$ cat src/rtl/vseq_pkg.sv
package vseq_pkg;
  localparam int CRF_W = 4;
  localparam int SEL_W = $clog2(CRF_W);

  typedef enum logic [1:0] {
    PM_ALL = 2'b00,
    PM_INT = 2'b01,
    PM_CR  = 2'b10,
    PM_CRN = 2'b11
  } pm_mode_t;

  function automatic logic pm_pick(pm_mode_t mode, logic int_bit, logic cr_bit);
    case (mode)
      PM_ALL:  pm_pick = 1'b1;
      PM_INT:  pm_pick = int_bit;
      PM_CR:   pm_pick = cr_bit;
      default: pm_pick = ~cr_bit;
    endcase
  endfunction
endpackage

$ cat src/rtl/vseq_mask_resolve.sv
module vseq_mask_resolve
  import vseq_pkg::*;
#(
  parameter int MAXVL = 128,
  parameter int VLW   = 8
) (
  input  pm_mode_t                   mode,
  input  logic [MAXVL-1:0]           int_bits,
  input  logic [CRF_W*MAXVL-1:0]     cr_bits,
  input  logic [SEL_W-1:0]           cr_sel,
  input  logic [VLW-1:0]             vl,
  output logic [MAXVL-1:0]           mask
);
  for (genvar gi = 0; gi < MAXVL; gi++) begin : g_elem
    logic [CRF_W-1:0] field;
    logic             in_range;
    assign field    = cr_bits[CRF_W*gi +: CRF_W];
    assign in_range = VLW'(gi) < vl;
    assign mask[gi] = in_range & pm_pick(mode, int_bits[gi], field[cr_sel]);
  end
endmodule

$ cat src/rtl/vseq_elem_scan.sv
module vseq_elem_scan #(
  parameter int MAXVL = 128,
  parameter int IDX_W = 7
) (
  input  logic [MAXVL-1:0] mask,
  input  logic             rev,
  output logic             found,
  output logic [IDX_W-1:0] idx
);
  always_comb begin
    found = |mask;
    idx   = '0;
    if (!rev) begin
      for (int i = MAXVL - 1; i >= 0; i--) begin
        if (mask[i]) idx = IDX_W'(i);
      end
    end else begin
      for (int i = 0; i < MAXVL; i++) begin
        if (mask[i]) idx = IDX_W'(i);
      end
    end
  end
endmodule

$ cat src/rtl/vec_elem_seq.sv
module vec_elem_seq
  import vseq_pkg::*;
#(
  parameter int MAXVL = 128,
  localparam int IDX_W = $clog2(MAXVL),
  localparam int VLW   = IDX_W + 1
) (
  input  logic                   clk,
  input  logic                   rst,
  input  logic                   setvl,
  input  logic [VLW-1:0]         vl_req,
  input  logic                   start,
  input  logic                   reverse,
  input  logic [1:0]             src_mode,
  input  logic [MAXVL-1:0]       src_int,
  input  logic [1:0]             src_sel,
  input  logic [1:0]             dst_mode,
  input  logic [MAXVL-1:0]       dst_int,
  input  logic [1:0]             dst_sel,
  input  logic [4*MAXVL-1:0]     cr_fields,
  output logic                   el_valid,
  output logic [IDX_W-1:0]       el_src,
  output logic [IDX_W-1:0]       el_dst,
  output logic                   done
);
  localparam logic [VLW-1:0] VL_MAX = VLW'(MAXVL);

  logic [VLW-1:0]   vl_q;
  logic             busy_q;
  logic             rev_q;
  logic [MAXVL-1:0] src_rem, dst_rem;
  logic [MAXVL-1:0] src_res, dst_res;
  logic             src_found, dst_found;
  logic [IDX_W-1:0] src_idx, dst_idx;

  vseq_mask_resolve #(.MAXVL(MAXVL), .VLW(VLW)) u_src_res (
    .mode(pm_mode_t'(src_mode)), .int_bits(src_int), .cr_bits(cr_fields),
    .cr_sel(src_sel), .vl(vl_q), .mask(src_res)
  );

  vseq_mask_resolve #(.MAXVL(MAXVL), .VLW(VLW)) u_dst_res (
    .mode(pm_mode_t'(dst_mode)), .int_bits(dst_int), .cr_bits(cr_fields),
    .cr_sel(dst_sel), .vl(vl_q), .mask(dst_res)
  );

  vseq_elem_scan #(.MAXVL(MAXVL), .IDX_W(IDX_W)) u_src_scan (
    .mask(src_rem), .rev(rev_q), .found(src_found), .idx(src_idx)
  );

  vseq_elem_scan #(.MAXVL(MAXVL), .IDX_W(IDX_W)) u_dst_scan (
    .mask(dst_rem), .rev(rev_q), .found(dst_found), .idx(dst_idx)
  );

  always_ff @(posedge clk) begin
    if (rst) begin
      vl_q     <= '0;
      busy_q   <= 1'b0;
      rev_q    <= 1'b0;
      src_rem  <= '0;
      dst_rem  <= '0;
      el_valid <= 1'b0;
      el_src   <= '0;
      el_dst   <= '0;
      done     <= 1'b0;
    end else begin
      el_valid <= 1'b0;
      done     <= 1'b0;
      if (setvl) vl_q <= (vl_req > VL_MAX) ? VL_MAX : vl_req;
      if (!busy_q) begin
        if (start) begin
          if ((|src_res) && (|dst_res)) begin
            busy_q  <= 1'b1;
            rev_q   <= reverse;
            src_rem <= src_res;
            dst_rem <= dst_res;
          end else begin
            done <= 1'b1;
          end
        end
      end else if (src_found && dst_found) begin
        el_valid         <= 1'b1;
        el_src           <= src_idx;
        el_dst           <= dst_idx;
        src_rem[src_idx] <= 1'b0;
        dst_rem[dst_idx] <= 1'b0;
      end else begin
        busy_q <= 1'b0;
        done   <= 1'b1;
      end
    end
  end

  // done lasts one cycle and never coincides with a pair
  a_r7_done_single: assert property (@(posedge clk) disable iff (rst)
    done |=> !done);
  a_r7_done_excl: assert property (@(posedge clk) disable iff (rst)
    !(done && el_valid));
  // an issued element is removed from both pending sets
  a_r2_issued_retired: assert property (@(posedge clk) disable iff (rst)
    el_valid |-> (!src_rem[el_src] && !dst_rem[el_dst] && busy_q));
  // forward walk strictly ascends
  a_r5_fwd_ascend: assert property (@(posedge clk) disable iff (rst)
    (el_valid && $past(el_valid) && !rev_q) |->
      (el_src > $past(el_src) && el_dst > $past(el_dst)));
  // reverse walk strictly descends
  a_r6_rev_descend: assert property (@(posedge clk) disable iff (rst)
    (el_valid && $past(el_valid) && rev_q) |->
      (el_src < $past(el_src) && el_dst < $past(el_dst)));
  // zero length finishes at once with no pair
  a_r8_zero_len: assert property (@(posedge clk) disable iff (rst)
    (start && !busy_q && vl_q == '0) |=> (done && !el_valid));
  // length never exceeds the register-file size
  a_r1_vl_clamp: assert property (@(posedge clk) disable iff (rst)
    vl_q <= VL_MAX);
endmodule

$ cat config.mk
export PLATFORM = sky130hd
export DESIGN_NAME = vec_elem_seq
export DESIGN_NICKNAME = d
export VERILOG_FILES = /design/src/rtl/vseq_pkg.sv /design/src/rtl/vseq_mask_resolve.sv /design/src/rtl/vseq_elem_scan.sv /design/src/rtl/vec_elem_seq.sv
export SDC_FILE = /design/constraint.sdc
export NUM_CORES = 2
export LEC_CHECK = 0
export BUFFER_PORTS_ARGS = -buffer_cell sky130_fd_sc_hd__buf_2
export CORE_ASPECT_RATIO = 1.4
export CORE_MARGIN = 2
export CORE_UTILIZATION = 25
export CTS_CLUSTER_DIAMETER = 60
export CTS_CLUSTER_SIZE = 14
export DETAILED_ROUTE_END_ITERATION = 12
export SYNTH_ARGS = -nofsm -noshare
export SYNTH_HDL_FRONTEND = slang
export SYNTH_SLANG_ARGS = --single-unit
$ cat constraint.sdc
create_clock -name clk -period 8.05 [get_ports clk]
set_clock_uncertainty 0.05 [all_clocks]
set_input_delay 0.805 -clock clk [delete_from_list [all_inputs] [get_ports clk]]
set_output_delay 0.805 -clock clk [all_outputs]
set_load 0.02 [all_outputs]
==> run summary <==
outcome: finished, violations left
failing checks: max-capacitance violations, max-slew violations
Max Cap Violations: 3
gr usage total: 43.7%
Netlist cell types: 88
total setup buffers inserted after CTS: 0
Worst path depth: 14
WHS: 0.401 ns
Final period util: 82.1%
Root Driver: clkbuf_16
via count: 48.5k
Max Freq: 151 MHz
area grow syn2layout: 22.4%
Seq/Total Area, Yosys: 16.0%
ys async rst share: 0%
Cells after Synth: 4652
full die area: 144000 um2
filler instances: 15.3k
commonest cells after routing, fill and taps aside: buf_2 (798), mux2i_1 (555), nor2_1 (378)
Detailed Route WL: 330000 um
CP max stage cell: nand4bb_1
Die W: 321 um
crit path from: vl_q[5]$_SDFFE_PP0P_
Avg Inst Size Synth: 7.58 um2
CP delay by family, top: simple AND/OR/NAND/NOR gates
hold crit path type: input pin to register
unrepaired setup endpoints after global routing: false
vias in the first global route: 45.4k
die height: 448 um
pwr dens: 163 nW/um2
Worst IR Drop VDD: 0.151 mV
critical path peak fanout: 52
first-pass GRT wire length: 427000 um
critical path required time: 8.56 ns
TritonCTS Buffers: 30
layout cell share with drive strength beyond 1: 24.2%
FP Rows: 163
clk sink count: 282
min-delay src: vl_req[0]
Iter 0 DRT Violations: 7518
reg2reg path depth: 14
Antenna Nets Post-Route: 0
routability cong.: 1.08
# resized after CTS: 0
worst rel slew slack: -5.45%
initial cell density of the core: 25.1%
Worst-path clk slew: 0.08 ns
maximum clock insertion buffer count: 3
Yosys Warn Count: 0
Main synth FF type: dfxtp_1
commonest non-fill, non-tap cell in the layout: buf_2
Tmin final: 6.61 ns
P_leak: 17.2 nW
initial antenna violation count: 61
#FFs+latches synth: 282
Final Hold Fails: 0
arrival time worst endpoint: 7.12 ns
Post-Route Setup TNS: 0 ns
Reg-to-Reg Start: vl_q[5]$_SDFFE_PP0P_
final-report max-slew violation count: 6
worst slew pin tran: 1.58 ns
core area: 141000 um2
global route overflow: 0
hold path depth: 3
htree depth: 1
Port Buffer Count: 804
CTS Hold Bufs: 0
mapped cell area: 35300 um2
CTS tree: done
# IOs: 805
Detailed Routing Iterations Pass 1: 6
worst path bufs/invs: 4
largest net degree at the start of global routing: 137
crit-path most repeated cell: buf_4
CP cell instances: buf_4 -> nand4bb_1 -> buf_4 -> o221ai_1 -> nand2b_1 -> a21oi_1 -> or4_1 -> or4_1 -> or4_4 -> o221ai_4 -> buf_12 -> buf_4 -> mux2_1 -> a21oi_1
count of final setup violators: 0
Remaining DRCs: 0
number of flops mapped to enable cells by yosys: 0
Avg WL per Cell: 46.3 um
worst skew pair latency: 0.63 ns
hpwl dp: 275000 um
Worst Setup Start Kind: register
Final #Nets: 6062
classification of the worst setup path: register to register
CP peak stage delay: 0.77 ns
Synth Net Count: 5441
drt via density: 6.80
CP endpoint kind: register
[cell families after synthesis]
| family | share of synthesized area (%) |
|---|---|
| and+or+nand+nor | 21.0 |
| xor gates and xnor gates | 4.60 |
| muxes | 20.6 |
| AOI/OAI and AO/OA | 31.7 |
| DFF | 16.0 |
| buffers and inverters | 6.08 |
[synthesized netlist by cell type (all sizes together) (64+ instances only)]
| cell | n | area share, % |
|---|---|---|
| nor2 | 382 | 4.1 |
| o21ai | 161 | 2.3 |
| nor3 | 118 | 1.7 |
| nand2 | 274 | 2.9 |
| buf | 141 | 1.9 |
| nand4 | 66 | 1.2 |
| nand2b | 93 | 1.7 |
| inv | 78 | 0.83 |
| mux4 | 73 | 4.7 |
| o311ai | 64 | 1.6 |
| o211ai | 166 | 3.5 |
| dfxtp | 282 | 16 |
| xor2 | 128 | 3.2 |
| o31ai | 72 | 1.5 |
| clkbuf | 316 | 3.4 |
| a211oi | 112 | 2.4 |
| o221ai | 92 | 2.3 |
| nor4 | 151 | 2.7 |
| nand3 | 126 | 1.8 |
| a21oi | 318 | 4.5 |
| mux2i | 555 | 16 |
[tightest hold or removal path: cells and delay by family]
family,cells,cell delay [ns]
buf+inv,1,0.10
compound gates,1,0.06
simple gates,1,0.07
[where the power goes]
group,internal [W],total (W),switching (W)
Sequential,0.00147,0.00166,0.000191
Clock,0.000725,0.00145,0.000721
Combinational,0.00115,0.00393,0.00278
[worst paths after layout]
| check | end | slack, ns |
|---|---|---|
| max reg2reg | dst_rem[4]$_SDFFE_PP0P_ | 1.44 |
| min | vl_q[0]$_SDFFE_PP0P_ | 0.40 |
| min reg2reg | el_src[6]$_SDFFE_PP0P_ | 0.41 |
| max | dst_rem[4]$_SDFFE_PP0P_ | 1.44 |
[registers in the layout (all words and copies together) (netlist names)]
signal and count:
el_valid 1, rev_q 1, done 1, el_dst 7, vl_q 8, el_src 7
src_rem 128, dst_rem 128, busy_q 1
[per-stage QoR]
stage          area (um2)  instances  setup slack (ns)  utilization [%]  total power (W)
6_report            43100       7139              1.44             30.7          0.00704
5_1_grt             43100       7122              1.61             30.7          0.00711
4_1_cts             43000       7101              1.73             30.6          0.00685
3_5_place_dp        42100       7055              1.62             30.0          0.00542
3_3_place_gp        42100       7054              1.16             30.0          0.00545
2_1_floorplan       35300       4652              3.59                -          0.00345
[final cells by class]
| cell class | instances | area (um2) | share of cell area (%) |
|---|---|---|---|
| Antenna cell | 37 | 92.6 | 0.215 |
| Multi-Input combinational cell | 3833 | 27900 | 64.6 |
| Inverter | 80 | 300 | 0.696 |
| Clock inverter | 14 | 173 | 0.400 |
| Clock buffer | 32 | 758 | 1.76 |
| Timing Repair Buffer | 1046 | 6030 | 14.0 |
| Sequential cell | 282 | 5650 | 13.1 |
| Tap cell | 1815 | 2270 | 5.26 |
[routing by layer]
| layer | vias up | GRT usage [%] | routed length [um] |
|---|---|---|---|
| met5 | - | 0 | 81 |
| met4 | 12 | 38.9 | 35600 |
| met3 | 954 | 8.81 | 29400 |
| met2 | 3758 | 66.8 | 141000 |
| met1 | 24200 | 51.8 | 124000 |
| li1 | 19600 | - | - |
No activity file was read; power rests on OpenSTA's default activity.
